===== src/rtl/esq_pkg.sv =====
package esq_pkg;

  typedef enum logic [1:0] {
    PH_IDLE  = 2'd0,
    PH_WIN   = 2'd1,
    PH_ERASE = 2'd2,
    PH_DRAIN = 2'd3
  } phase_e;

  localparam logic [7:0] K_UNLK1 = 8'hAA;
  localparam logic [7:0] K_UNLK2 = 8'h55;
  localparam logic [7:0] K_SETUP = 8'h80;
  localparam logic [7:0] K_SECT  = 8'h30;

endpackage


===== src/rtl/esq_unlock.sv =====
module esq_unlock #(
  parameter int unsigned ADDR_W = 12,
  parameter logic [ADDR_W-1:0] A_FIRST  = ADDR_W'('h555),
  parameter logic [ADDR_W-1:0] A_SECOND = ADDR_W'('h2AA)
) (
  input  logic              clk,
  input  logic              rst_n,
  input  logic              enable,
  input  logic              we,
  input  logic [ADDR_W-1:0] addr,
  input  logic [7:0]        wdata,
  output logic              arm
);
  import esq_pkg::*;

  logic [2:0] st_q, st_d;
  logic       st_en;

  always_comb begin
    st_d = st_q;
    arm  = 1'b0;
    if (!enable) begin
      st_d = 3'd0;
    end else if (we) begin
      case (st_q)
        3'd0: st_d = (addr == A_FIRST  && wdata == K_UNLK1) ? 3'd1 : 3'd0;
        3'd1: st_d = (addr == A_SECOND && wdata == K_UNLK2) ? 3'd2 : 3'd0;
        3'd2: st_d = (addr == A_FIRST  && wdata == K_SETUP) ? 3'd3 : 3'd0;
        3'd3: st_d = (addr == A_FIRST  && wdata == K_UNLK1) ? 3'd4 : 3'd0;
        3'd4: st_d = (addr == A_SECOND && wdata == K_UNLK2) ? 3'd5 : 3'd0;
        3'd5: begin
          st_d = 3'd0;
          arm  = (wdata == K_SECT);
        end
        default: st_d = 3'd0;
      endcase
    end
  end

  assign st_en = (st_d != st_q);

  always_ff @(posedge clk or negedge rst_n) begin
    if (!rst_n)     st_q <= 3'd0;
    else if (st_en) st_q <= st_d;
  end

  AST_UNLOCK_PARK: assert property (@(posedge clk) disable iff (!rst_n)
    !enable |=> (st_q == 3'd0));

endmodule


===== src/rtl/esq_timer.sv =====
module esq_timer #(
  parameter int unsigned W = 32
) (
  input  logic         clk,
  input  logic         rst_n,
  input  logic         load,
  input  logic [W-1:0] load_val,
  output logic         expire
);
  logic [W-1:0] cnt_q, cnt_d;
  logic         cnt_en;

  assign cnt_en = load || (cnt_q != '0);
  assign cnt_d  = load ? load_val : (cnt_q - W'(1));
  assign expire = (cnt_q == W'(1));

  always_ff @(posedge clk or negedge rst_n) begin
    if (!rst_n)      cnt_q <= '0;
    else if (cnt_en) cnt_q <= cnt_d;
  end

  AST_TMR_HOLD_ZERO: assert property (@(posedge clk) disable iff (!rst_n)
    (cnt_q == '0 && !load) |=> (cnt_q == '0));

endmodule


===== src/rtl/esq_drain.sv =====
module esq_drain #(
  parameter int unsigned N     = 16,
  parameter int unsigned IDX_W = 4
) (
  input  logic [N-1:0]     bits,
  output logic             found,
  output logic [IDX_W-1:0] idx
);
  always_comb begin
    found = 1'b0;
    idx   = '0;
    for (int i = N - 1; i >= 0; i--) begin
      if (bits[i]) begin
        found = 1'b1;
        idx   = IDX_W'(i);
      end
    end
  end
endmodule


===== src/rtl/sector_erase_seq.sv =====
module sector_erase_seq #(
  parameter int unsigned ADDR_W    = 12,
  parameter int unsigned SECT_BITS = 8,
  parameter int unsigned WIN_CYC   = 50,
  parameter int unsigned MS_CYC    = 20,
  parameter int unsigned ERASE_EXP = 1,
  parameter int unsigned TMR_W     = 32
) (
  input  logic                        clk,
  input  logic                        rst_n,
  input  logic [ADDR_W-1:0]           bus_addr,
  input  logic [7:0]                  bus_wdata,
  input  logic                        bus_we,
  input  logic                        bus_re,
  input  logic [7:0]                  array_rdata,
  output logic [7:0]                  rd_data,
  output logic                        erase_done,
  output logic [ADDR_W-SECT_BITS-1:0] done_sector
);
  import esq_pkg::*;

  localparam int unsigned SEC_W     = ADDR_W - SECT_BITS;
  localparam int unsigned NUM_SECT  = 1 << SEC_W;
  localparam int unsigned CNT_W     = $clog2(NUM_SECT + 1);
  localparam int unsigned ERASE_CYC = (1 << ERASE_EXP) * MS_CYC;

  phase_e              phase_q, phase_d;
  logic [NUM_SECT-1:0] bitmap_q, bitmap_d;
  logic [CNT_W-1:0]    count_q, count_d;
  logic                toggle_q, toggle_en;
  logic                done_q, done_d;
  logic [SEC_W-1:0]    dsec_q, dsec_d;
  logic                state_en;

  logic                arm, tmr_load, tmr_exp;
  logic [TMR_W-1:0]    tmr_val;
  logic [SEC_W-1:0]    sec_idx;
  logic                win_add, win_abort;
  logic                drn_found;
  logic [SEC_W-1:0]    drn_idx;
  logic [7:0]          status;

  assign sec_idx   = bus_addr[ADDR_W-1:SECT_BITS];
  assign win_add   = (phase_q == PH_WIN) && bus_we && (bus_wdata == K_SECT);
  assign win_abort = (phase_q == PH_WIN) && bus_we && (bus_wdata != K_SECT);

  esq_unlock #(
    .ADDR_W   (ADDR_W),
    .A_FIRST  (ADDR_W'('h555)),
    .A_SECOND (ADDR_W'('h2AA))
  ) u_unlock (
    .clk    (clk),
    .rst_n  (rst_n),
    .enable (phase_q == PH_IDLE),
    .we     (bus_we),
    .addr   (bus_addr),
    .wdata  (bus_wdata),
    .arm    (arm)
  );

  esq_timer #(.W(TMR_W)) u_timer (
    .clk      (clk),
    .rst_n    (rst_n),
    .load     (tmr_load),
    .load_val (tmr_val),
    .expire   (tmr_exp)
  );

  esq_drain #(.N(NUM_SECT), .IDX_W(SEC_W)) u_drain (
    .bits  (bitmap_q),
    .found (drn_found),
    .idx   (drn_idx)
  );

  // next-state logic
  always_comb begin
    phase_d  = phase_q;
    bitmap_d = bitmap_q;
    count_d  = count_q;
    done_d   = 1'b0;
    dsec_d   = dsec_q;
    tmr_load = 1'b0;
    tmr_val  = TMR_W'(WIN_CYC);
    case (phase_q)
      PH_IDLE: begin
        if (arm) begin
          phase_d           = PH_WIN;
          bitmap_d          = '0;
          bitmap_d[sec_idx] = 1'b1;
          count_d           = CNT_W'(1);
          tmr_load          = 1'b1;
        end
      end
      PH_WIN: begin
        if (win_abort) begin
          phase_d  = PH_IDLE;
          bitmap_d = '0;
          count_d  = '0;
        end else if (win_add) begin
          bitmap_d[sec_idx] = 1'b1;
          if (!bitmap_q[sec_idx]) count_d = count_q + CNT_W'(1);
          tmr_load = 1'b1;
        end else if (tmr_exp) begin
          phase_d  = PH_ERASE;
          tmr_load = 1'b1;
          tmr_val  = TMR_W'(count_q) * TMR_W'(ERASE_CYC);
        end
      end
      PH_ERASE: begin
        if (tmr_exp) phase_d = PH_DRAIN;
      end
      PH_DRAIN: begin
        if (drn_found) begin
          done_d            = 1'b1;
          dsec_d            = drn_idx;
          bitmap_d[drn_idx] = 1'b0;
          count_d           = count_q - CNT_W'(1);
        end else begin
          phase_d = PH_IDLE;
        end
      end
      default: phase_d = PH_IDLE;
    endcase
  end

  assign state_en  = (phase_d != phase_q) || (bitmap_d != bitmap_q) ||
                     (count_d != count_q) || (dsec_d != dsec_q);
  assign toggle_en = (phase_q != PH_IDLE) && bus_re;

  // registers
  always_ff @(posedge clk or negedge rst_n) begin
    if (!rst_n) begin
      phase_q  <= PH_IDLE;
      bitmap_q <= '0;
      count_q  <= '0;
      dsec_q   <= '0;
    end else if (state_en) begin
      phase_q  <= phase_d;
      bitmap_q <= bitmap_d;
      count_q  <= count_d;
      dsec_q   <= dsec_d;
    end
  end

  always_ff @(posedge clk or negedge rst_n) begin
    if (!rst_n) done_q <= 1'b0;
    else        done_q <= done_d;
  end

  always_ff @(posedge clk or negedge rst_n) begin
    if (!rst_n)         toggle_q <= 1'b0;
    else if (toggle_en) toggle_q <= ~toggle_q;
  end

  assign status      = {1'b0, toggle_q, 2'b00, (phase_q != PH_WIN), 3'b000};
  assign rd_data     = (phase_q == PH_IDLE) ? array_rdata : status;
  assign erase_done  = done_q;
  assign done_sector = dsec_q;

  AST_COUNT_MATCH: assert property (@(posedge clk) disable iff (!rst_n)
    32'(count_q) == $countones(bitmap_q));
  AST_WIN_NONEMPTY: assert property (@(posedge clk) disable iff (!rst_n)
    (phase_q == PH_WIN) |-> (bitmap_q != '0));
  AST_ABORT_CLEARS: assert property (@(posedge clk) disable iff (!rst_n)
    win_abort |=> (phase_q == PH_IDLE && bitmap_q == '0));
  AST_ERASE_IGNORES: assert property (@(posedge clk) disable iff (!rst_n)
    (phase_q == PH_ERASE) |=> (phase_q == PH_ERASE || phase_q == PH_DRAIN));
  AST_DONE_FROM_DRAIN: assert property (@(posedge clk) disable iff (!rst_n)
    erase_done |-> ($past(phase_q) == PH_DRAIN));
  AST_DONE_ASCEND: assert property (@(posedge clk) disable iff (!rst_n)
    (erase_done && $past(erase_done)) |-> (done_sector > $past(done_sector)));

endmodule


===== config.mk =====
export PLATFORM = sky130hd
export DESIGN_NAME = sector_erase_seq
export DESIGN_NICKNAME = d
export VERILOG_FILES = /design/src/rtl/esq_pkg.sv /design/src/rtl/esq_unlock.sv /design/src/rtl/esq_timer.sv /design/src/rtl/esq_drain.sv /design/src/rtl/sector_erase_seq.sv
export SDC_FILE = /design/constraint.sdc
export NUM_CORES = 1
export LEC_CHECK = 0
export ABC_CLOCK_PERIOD_IN_PS = 3090
export BUFFER_PORTS_ARGS = -buffer_cell sky130_fd_sc_hd__clkbuf_2
export CORE_MARGIN = 2
export CORE_UTILIZATION = 45
export CTS_BUF_LIST = sky130_fd_sc_hd__clkbuf_8 sky130_fd_sc_hd__clkbuf_16
export CTS_CLUSTER_SIZE = 10
export DETAILED_ROUTE_END_ITERATION = 10
export GPL_TIMING_DRIVEN = 1
export PLACE_DENSITY = 0.7
export SLEW_MARGIN = 10
export SYNTH_ARGS = -nofsm -noshare
export SYNTH_HDL_FRONTEND = slang
export SYNTH_SLANG_ARGS = --single-unit
export TNS_END_PERCENT = 20

===== constraint.sdc =====
create_clock -name clk -period 3.09 [get_ports clk]
set_clock_uncertainty 0.15 [all_clocks]
set_input_delay 0.618 -clock clk [delete_from_list [all_inputs] [get_ports clk]]
set_output_delay 0.618 -clock clk [all_outputs]
set_load 0.005 [all_outputs]

==> out/metrics.cfg, run 1 <==
[floorplan]
dieArea_um2=11100
die_y_um=105
core_area_um2=9860
initial_core_util_pct=46.7
std_cell_rows=36
die_x_um=105
ios=45

[yosys]
avgSynthCellArea_um2=8.75
synth_area_leaders=dfrtp_1 35%, nor2_1 4.6%, nand2_1 3.6%, xor2_1 3.4%, o21ai_0 3.2%
syn-cell-area_um2=4600
yosysMostFrequentCell=dfrtp_1
synthFlopType=dfrtp_1
ys_ff_latch=64
synth_top_area_share_pct=34.8
ys_async_sr_fraction_pct=100
yosysWarnings=0
ys_types=79
synth_edf_count=0
syn_inst=526
synth_top_area_cell=dfrtp_1
syn-num-nets=569
synth_common_cells=64 x dfrtp_1, 57 x nor2_1, 44 x nand2_1
ys_seq_area_share_pct=34.8

[clock_tree]
cts-hold-fix-buffers=0
clockRootBuffer=clkbuf_8
post_cts_resized=0
cts_tree=built
ctsHtreeMaxLevel=3
numClockSinks=64
numCtsBuffers=9
post_cts_buffers=0
clockBufferDepth=2
path_clk_slew_ps=80
clk_latency_ps=350

[sta]
hold_violations=0
setup_viol=0
tightest_slew_ps=953
finalSetupTns_ps=0
maxSlewViolCount=0
max_freq_mhz=357
fin_crit_sh_pct=90.6
period_minus_slack_ps=2800
rsz0062_at_grt=false
max_slew_margin_pct=36.5

[place]
dpl.hpwl_mm=9.63
port_buffers=44
placed_area_um2=5070
dp.cells=704
place_congestion=0.944

[critical_path]
cpPeakStageDelay_ps=540
startpoint=phase_q[1]
worstPathArrival_ps=2030
slowest_stage=nor2_1
path_cells=buf_4 -> nor2_1 -> and2_1 -> clkbuf_2
crit_required_ps=2320
cp-start-kind=register
timing.rr.start=bitmap_q[1]
endpoint=rd_data[5]
rrSetupSlack_ps=370
critPathTopFamily=simple AND/OR/NAND/NOR gates
cp.depth=4
reg2reg_depth=6
crit_path_end_kind=output port
path_class=reg2out
reg2reg_to=count_q[0]
path_buf_inv=2
cp_max_fo=20

[detailed_routing]
drc_errors=0
wirelength_mm=13.3
wire_per_inst_um=18.5
avgViaCountPerCell=6.24
drt_first_pass_iters=5
ant_nets=0
via_count=4495
dr.first_iter.drc_count=311

[grt]
grt_pass1_vias=4555
grt_max_degree=42
gr-total-overflow=0
grt_usage_pct=25.2
grt_pass1_wl_mm=22.5
antenna_found_initial=0

[power_and_ir_drop]
irDropWorstVdd_mv=0.470
leakage_nw=2.19
power_density_nw_per_um2=699

[layout]
diodes=0
finalNonFillerCells=720
finalNetCount=625
area_growth_pct=15.2
final_layout_size_suffix_gt1_share_pct=19.4
fin_util_pct=53.8
final_area_um2=5300

[flow_run]
drv_cap=0

[run_status]
status=complete, no violations

[hold_path]
min_path_type=in2async

## where the power goes
part | internal (mW) | leakage (nW) | switching, mW
logic | 0.689 | 1.30 | 0.865
registers | 1.03 | 0.771 | 0.286
clock network | 0.497 | 0.119 | 0.341
## worst reg2reg max path: cells and delay by family (launching register included)
| family | cells | cell delay [ps] |
|---|---|---|
| flip-flops | 1 | 560 |
| AO/OA/AOI/OAI | 3 | 570 |
| XOR/XNOR | 1 | 220 |
| AND/OR/NAND/NOR | 2 | 1080 |
## routing by layer
layer | GRT usage [%] | up-vias | share of wire, %
li1 | - | 2092 | -
met1 | 31.9 | 2179 | 43
met2 | 41.6 | 182 | 47
met3 | 5.24 | 42 | 6.1
met4 | 10.7 | 0 | 3.5
met5 | 0 | - | 0
## flip-flops by register name, summed over array words and instances, names as in the netlist
name	cells
bitmap_q	16
count_q	5
done_sector	4
erase_done	1
phase_q	2
toggle_q	1
u_timer.cnt_q	32
u_unlock.st_q	3
## layout make-up
| class | instances | area (um2) |
|---|---|---|
| sequential | 64 | 1600 |
| tap | 133 | 166 |
| clock inverter | 5 | 78.8 |
| fill | 874 | 4560 |
| inverter | 17 | 63.8 |
| multi-input combinational | 421 | 2830 |
| clock buffer | 11 | 151 |
| timing repair buffer | 69 | 408 |
## worst min path at each step
stage,cells after the start,to,from,slack (ps)
after floorplan,0,bitmap_q[0],rst_n,170
after global placement,1,toggle_q,toggle_q,310
after detailed placement,1,toggle_q,toggle_q,320
after CTS,1,bitmap_q[15],rst_n,290
after global routing,1,bitmap_q[15],rst_n,330
final,1,bitmap_q[15],rst_n,270
## metrics by stage
| stage | power [mW] | hold WS (ps) | worst slack (ps) |
|---|---|---|---|
| 6_report | 3.71 | 267 | 289 |
| 5_1_grt | 3.97 | 331 | 130 |
| 2_1_floorplan | 2.32 | 172 | 498 |
| 4_1_cts | 3.70 | 289 | 335 |
| 3_3_place_gp | 2.78 | 309 | 364 |
| 3_5_place_dp | 2.84 | 317 | 313 |
## kinds of logic (layout without fill, tap and decap cells)
logic type	Yosys count	count (layout)	share of synthesized area [%]
AO/OA/AOI/OAI	133	133	19.7
AND/OR/NAND/NOR	234	234	28.7
XOR/XNOR	30	30	5.71
adder cells (fa/ha/maj)	11	11	3.15
buffers and inverters	41	102	3.67
multiplexers	13	13	4.21
flip-flops	64	64	34.8
## layout by cell type, fill, tap and decap left out, drive strengths merged, types with 8 or more instances in the layout
cell type   n
a21oi      29
xor2       18
nand3      12
or3         9
nand2b      8
ha         10
nor3       14
clkbuf     54
inv        17
nor2       58
o21ai      31
nand4      13
xnor2      12
nand2      44
nor2b       8
dfrtp      64
nor4       17
buf        26
Power figures use the tool's default switching activity.
==> run 2, diff against run 1 <==
--- a/config.mk
+++ b/config.mk
@@ -8,12 +8,13 @@
 export ABC_CLOCK_PERIOD_IN_PS = 3090
 export BUFFER_PORTS_ARGS = -buffer_cell sky130_fd_sc_hd__clkbuf_2
 export CORE_MARGIN = 2
-export CORE_UTILIZATION = 45
+export CORE_UTILIZATION = 49
 export CTS_BUF_LIST = sky130_fd_sc_hd__clkbuf_8 sky130_fd_sc_hd__clkbuf_16
-export CTS_CLUSTER_SIZE = 10
+export CTS_CLUSTER_SIZE = 28
 export DETAILED_ROUTE_END_ITERATION = 10
 export GPL_TIMING_DRIVEN = 1
-export PLACE_DENSITY = 0.7
+export PLACE_DENSITY = 0.75
+export REMOVE_ABC_BUFFERS = 1
 export SLEW_MARGIN = 10
 export SYNTH_ARGS = -nofsm -noshare
 export SYNTH_HDL_FRONTEND = slang
==> out/metrics.cfg, run 2 (synthesized netlist as in run 1, its figures left out) <==
[critical_path]
path_class=reg2reg
rrSetupSlack_ps=320
crit_required_ps=3180
path_buf_inv=0
crit_path_end_kind=register
reg2reg_to=count_q[0]
cpPeakStageDelay_ps=690
cp_max_fo=12
slowest_stage=nor4_2
timing.rr.start=bitmap_q[1]
critPathTopFamily=simple AND/OR/NAND/NOR gates
cp-start-kind=register
worstPathArrival_ps=2870
path_cells=nor4_2 -> nand4_1 -> xnor2_1 -> o21ai_0 -> a21oi_1 -> o2bb2a_1
reg2reg_depth=6

[sta]
fin_hold_ws_ps=129
finalSetupTns_ps=0
period_minus_slack_ps=2770
setup_viol=0
max_freq_mhz=361
tightest_slew_ps=665
fin_crit_sh_pct=89.7
max_slew_margin_pct=55.3
hold_violations=0
maxSlewViolCount=0
rsz0062_at_grt=false

[power_and_ir_drop]
irDropWorstVdd_mv=0.404
leakage_nw=2.19
power_density_nw_per_um2=705

[layout]
layout_common_cells=64 x dfrtp_1, 57 x nor2_1, 44 x nand2_1, 44 x clkbuf_2, 29 x o21ai_0
final_layout_size_suffix_gt1_share_pct=19.4
diodes=0
fillerInstances=822
fin_util_pct=57.6
largestRegisters=u_timer.cnt_q: 32 flops, bitmap_q: 16 flops, count_q: 5 flops
largest_register_ffs=32
final_area_um2=5300
finalNetCount=625
largest-register=u_timer.cnt_q
area_growth_pct=15.1
final_common_cell=dfrtp_1

[clock_tree]
numClockSinks=64
clockBufferDepth=2
cts-hold-fix-buffers=0
clockRootBuffer=clkbuf_8
numCtsBuffers=9
post_cts_buffers=0
ctsHtreeMaxLevel=3
path_clk_slew_ps=80
post_cts_resized=0
clk_latency_ps=360
cts_tree=built

[floorplan]
ios=45
std_cell_rows=35
die_x_um=101
dieArea_um2=10200
initial_core_util_pct=50.1
die_y_um=101
core_area_um2=9200

[detailed_routing]
dr.first_iter.drc_count=342
ant_nets=0
wire_per_inst_um=17.9
drc_errors=0
avgViaCountPerCell=6.41
via_count=4472
wirelength_mm=12.5
drt_first_pass_iters=6

[grt]
grt_usage_pct=26.2
grt_pass1_vias=4428
antenna_found_initial=0
gr-total-overflow=0
grt_pass1_wl_mm=21.1
grt_max_degree=65

[place]
port_buffers=44
place_congestion=0.945
dpl.hpwl_mm=9.08
placed_area_um2=5060

[flow_run]
drv_cap=0

[hold_path]
min_path_type=in2async

[run_status]
status=complete, no violations

run 2: changes by cell type in the layout (fill, tap and decap cells not counted), sizes merged:
cell      delta
buf          -1
bufinv       +1
clkbuf       -1
clkinv       -2
clkinvlp     +2
inv          +1
run 2: how the worst max path moves through the flow:
stage / startpoint / endpoint / slack, ps / cells past startpoint
2_1_floorplan: bus_wdata[1] / bitmap_q[6] / 310 / 5
3_3_place_gp: bus_addr[9] / count_q[1] / 290 / 7
3_5_place_dp: bus_addr[9] / count_q[0] / 240 / 7
4_1_cts: bitmap_q[1] / count_q[0] / 370 / 6
5_1_grt: u_timer.cnt_q[10] / u_timer.cnt_q[14] / 150 / 7
6_report: bitmap_q[1] / count_q[0] / 320 / 6
run 2: worst reg2reg max path: stages, from the launching register on:
cell and delay (ps):
dfrtp_1 550, nor4_2 700, nand4_1 450, xnor2_1 240
o21ai_0 190, a21oi_1 90, o2bb2a_1 290
run 2: metrics by stage:
stage / std cells / power [mW] / worst slack, ps
3_3_place_gp: 682 / 2.78 / 289
4_1_cts: 698 / 3.73 / 374
2_1_floorplan: 502 / 2.29 / 311
3_5_place_dp: 682 / 2.83 / 235
5_1_grt: 698 / 4.00 / 147
6_report: 698 / 3.74 / 319
run 2: cell type report:
cell class,instances,area (um2),area share (%)
clock buffers,9,124,2.34
clock inverters,7,119,2.24
inverters,17,63.8,1.20
multi-input cells,421,2830,53.4
flip-flops and latches,64,1600,30.2
well taps,111,139,2.62
repair buffers,69,420,7.93
run 2: report_power, final:
part / switching (mW) / internal (mW) / total [mW] / leakage [nW]
Clock: 0.349 / 0.537 / 0.886 / 0.116
Combinational: 0.838 / 0.703 / 1.54 / 1.30
Sequential: 0.277 / 1.03 / 1.31 / 0.771
Total: 1.46 / 2.27 / 3.74 / 2.19
run 2: routing by layer:
metal  vias to the layer above  global-route usage (%)  part of all wire (%)
met4                         0                    8.94                   2.6
met1                      2150                    32.2                    41
li1                       2083                       -                     -
met3                        33                    5.96                   7.2
met5                         -                       0                     0
met2                       206                    45.2                    49
==> run 3, diff against run 2 <==
--- a/config.mk
+++ b/config.mk
@@ -7,13 +7,15 @@
 export LEC_CHECK = 0
 export ABC_CLOCK_PERIOD_IN_PS = 3090
 export BUFFER_PORTS_ARGS = -buffer_cell sky130_fd_sc_hd__clkbuf_2
+export CELL_PAD_IN_SITES_DETAIL_PLACEMENT = 0
+export CELL_PAD_IN_SITES_GLOBAL_PLACEMENT = 1
 export CORE_MARGIN = 2
-export CORE_UTILIZATION = 49
+export CORE_UTILIZATION = 46
 export CTS_BUF_LIST = sky130_fd_sc_hd__clkbuf_8 sky130_fd_sc_hd__clkbuf_16
 export CTS_CLUSTER_SIZE = 28
 export DETAILED_ROUTE_END_ITERATION = 10
 export GPL_TIMING_DRIVEN = 1
-export PLACE_DENSITY = 0.75
+export PLACE_DENSITY = 0.88
 export REMOVE_ABC_BUFFERS = 1
 export SLEW_MARGIN = 10
 export SYNTH_ARGS = -nofsm -noshare
==> out/metrics.cfg, run 3 (synthesized netlist as in run 1, its figures left out) <==
[run_status]
status=complete, no violations

[sta]
max_slew_margin_pct=51.1
max_freq_mhz=362
tightest_slew_ps=734
rsz0062_at_grt=false
setup_viol=0
period_minus_slack_ps=2760
maxSlewViolCount=0
fin_crit_sh_pct=89.3
finalSetupTns_ps=0
hold_violations=0
fin_hold_ws_ps=171

[critical_path]
path_cells=nor4_2 -> nand4_1 -> xnor2_1 -> o21ai_0 -> a21oi_1 -> o2bb2a_1
crit_path_end_kind=register
cp-start-kind=register
worstPathArrival_ps=2840
crit_required_ps=3170
path_class=reg2reg
path_buf_inv=0
cpPeakStageDelay_ps=680
critPathTopFamily=simple AND/OR/NAND/NOR gates
slowest_stage=nor4_2
cp_max_fo=12

[detailed_routing]
wirelength_mm=12.6
dr.first_iter.drc_count=320
drt_first_pass_iters=5
wire_per_inst_um=17.6
drc_errors=0
ant_nets=0
avgViaCountPerCell=6.18
via_count=4433

[grt]
gr-total-overflow=0
use_met1_pct=31.0
grtUsageMet2_pct=39.6
grt_usage_pct=24.0
grt_pass1_vias=4382
grt_max_degree=35
grt_util_met3_pct=4.07
grt_pass1_wl_mm=21.2
antenna_found_initial=0
gr-max-usage-layer=met2

[floorplan]
ios=45
die_y_um=104
die_x_um=104
initial_core_util_pct=47.3
dieArea_um2=10800
core_area_um2=9730
std_cell_rows=36

[layout]
largest-register=u_timer.cnt_q
layout_common_cells=64 x dfrtp_1, 57 x nor2_1, 44 x nand2_1, 43 x clkbuf_2, 29 x o21ai_0
final_common_cell=dfrtp_1
largest_register_ffs=32
area_growth_pct=14.9
diodes=0
final_layout_size_suffix_gt1_share_pct=18.7
fin_util_pct=54.3
largestRegisters=u_timer.cnt_q: 32 flops, bitmap_q: 16 flops, count_q: 5 flops
finalNonFillerCells=717
fillerInstances=928
final_area_um2=5290
finalNetCount=622

[clock_tree]
ctsHtreeMaxLevel=3
post_cts_resized=0
clockRootBuffer=clkbuf_8
post_cts_buffers=0
clk_latency_ps=350
cts_tree=built
numCtsBuffers=9
numClockSinks=64
clockBufferDepth=2
path_clk_slew_ps=80
cts-hold-fix-buffers=0

[power_and_ir_drop]
leakage_nw=2.17
irDropWorstVdd_mv=0.415
power_density_nw_per_um2=689

[place]
port_buffers=44
dp.cells=701
placed_area_um2=5070
place_congestion=0.939
dpl.hpwl_mm=9.30

[flow_run]
drv_cap=0

[hold_path]
min_path_type=in2async

run 3: report_power, final:
part,switching (mW),total [mW],internal (mW)
clock,0.345,0.794,0.448
combinational,0.846,1.54,0.692
sequential,0.281,1.31,1.03
total,1.47,3.64,2.17
run 3: final timing paths:
check	to	from	cells after the start	slack, ps
max in group asynchronous	bitmap_q[13]	rst_n	2	1960
setup reg to reg	count_q[0]	bitmap_q[1]	6	330
hold / removal	u_timer.cnt_q[15]	rst_n	1	170
min in group clk	toggle_q	toggle_q	1	330
setup / recovery	count_q[0]	bitmap_q[1]	6	330
hold reg to reg	toggle_q	toggle_q	1	330
run 3: area by class of cell:
| cell class | instances | area [um2] | share of cell area, % |
|---|---|---|---|
| Timing Repair Buffer | 66 | 410 | 7.76 |
| Tap cell | 133 | 166 | 3.15 |
| Clock buffer | 9 | 124 | 2.34 |
| Multi-Input combinational cell | 421 | 2830 | 53.6 |
| Clock inverter | 7 | 88.8 | 1.68 |
| Inverter | 17 | 63.8 | 1.21 |
| Sequential cell | 64 | 1600 | 30.3 |
run 3: routing by layer:
layer,vias up,wire [um]
met3,53,858
met5,-,0
met1,2113,5250
met2,189,6050
li1,2078,-
met4,0,436
run 3: through the flow:
stage               setup slack (ps)  power, mW
floorplan                        311       2.29
global placement                 261       2.78
detailed placement               244       2.83
CTS                              350       3.64
global route                     122       3.91
finish                           331       3.64
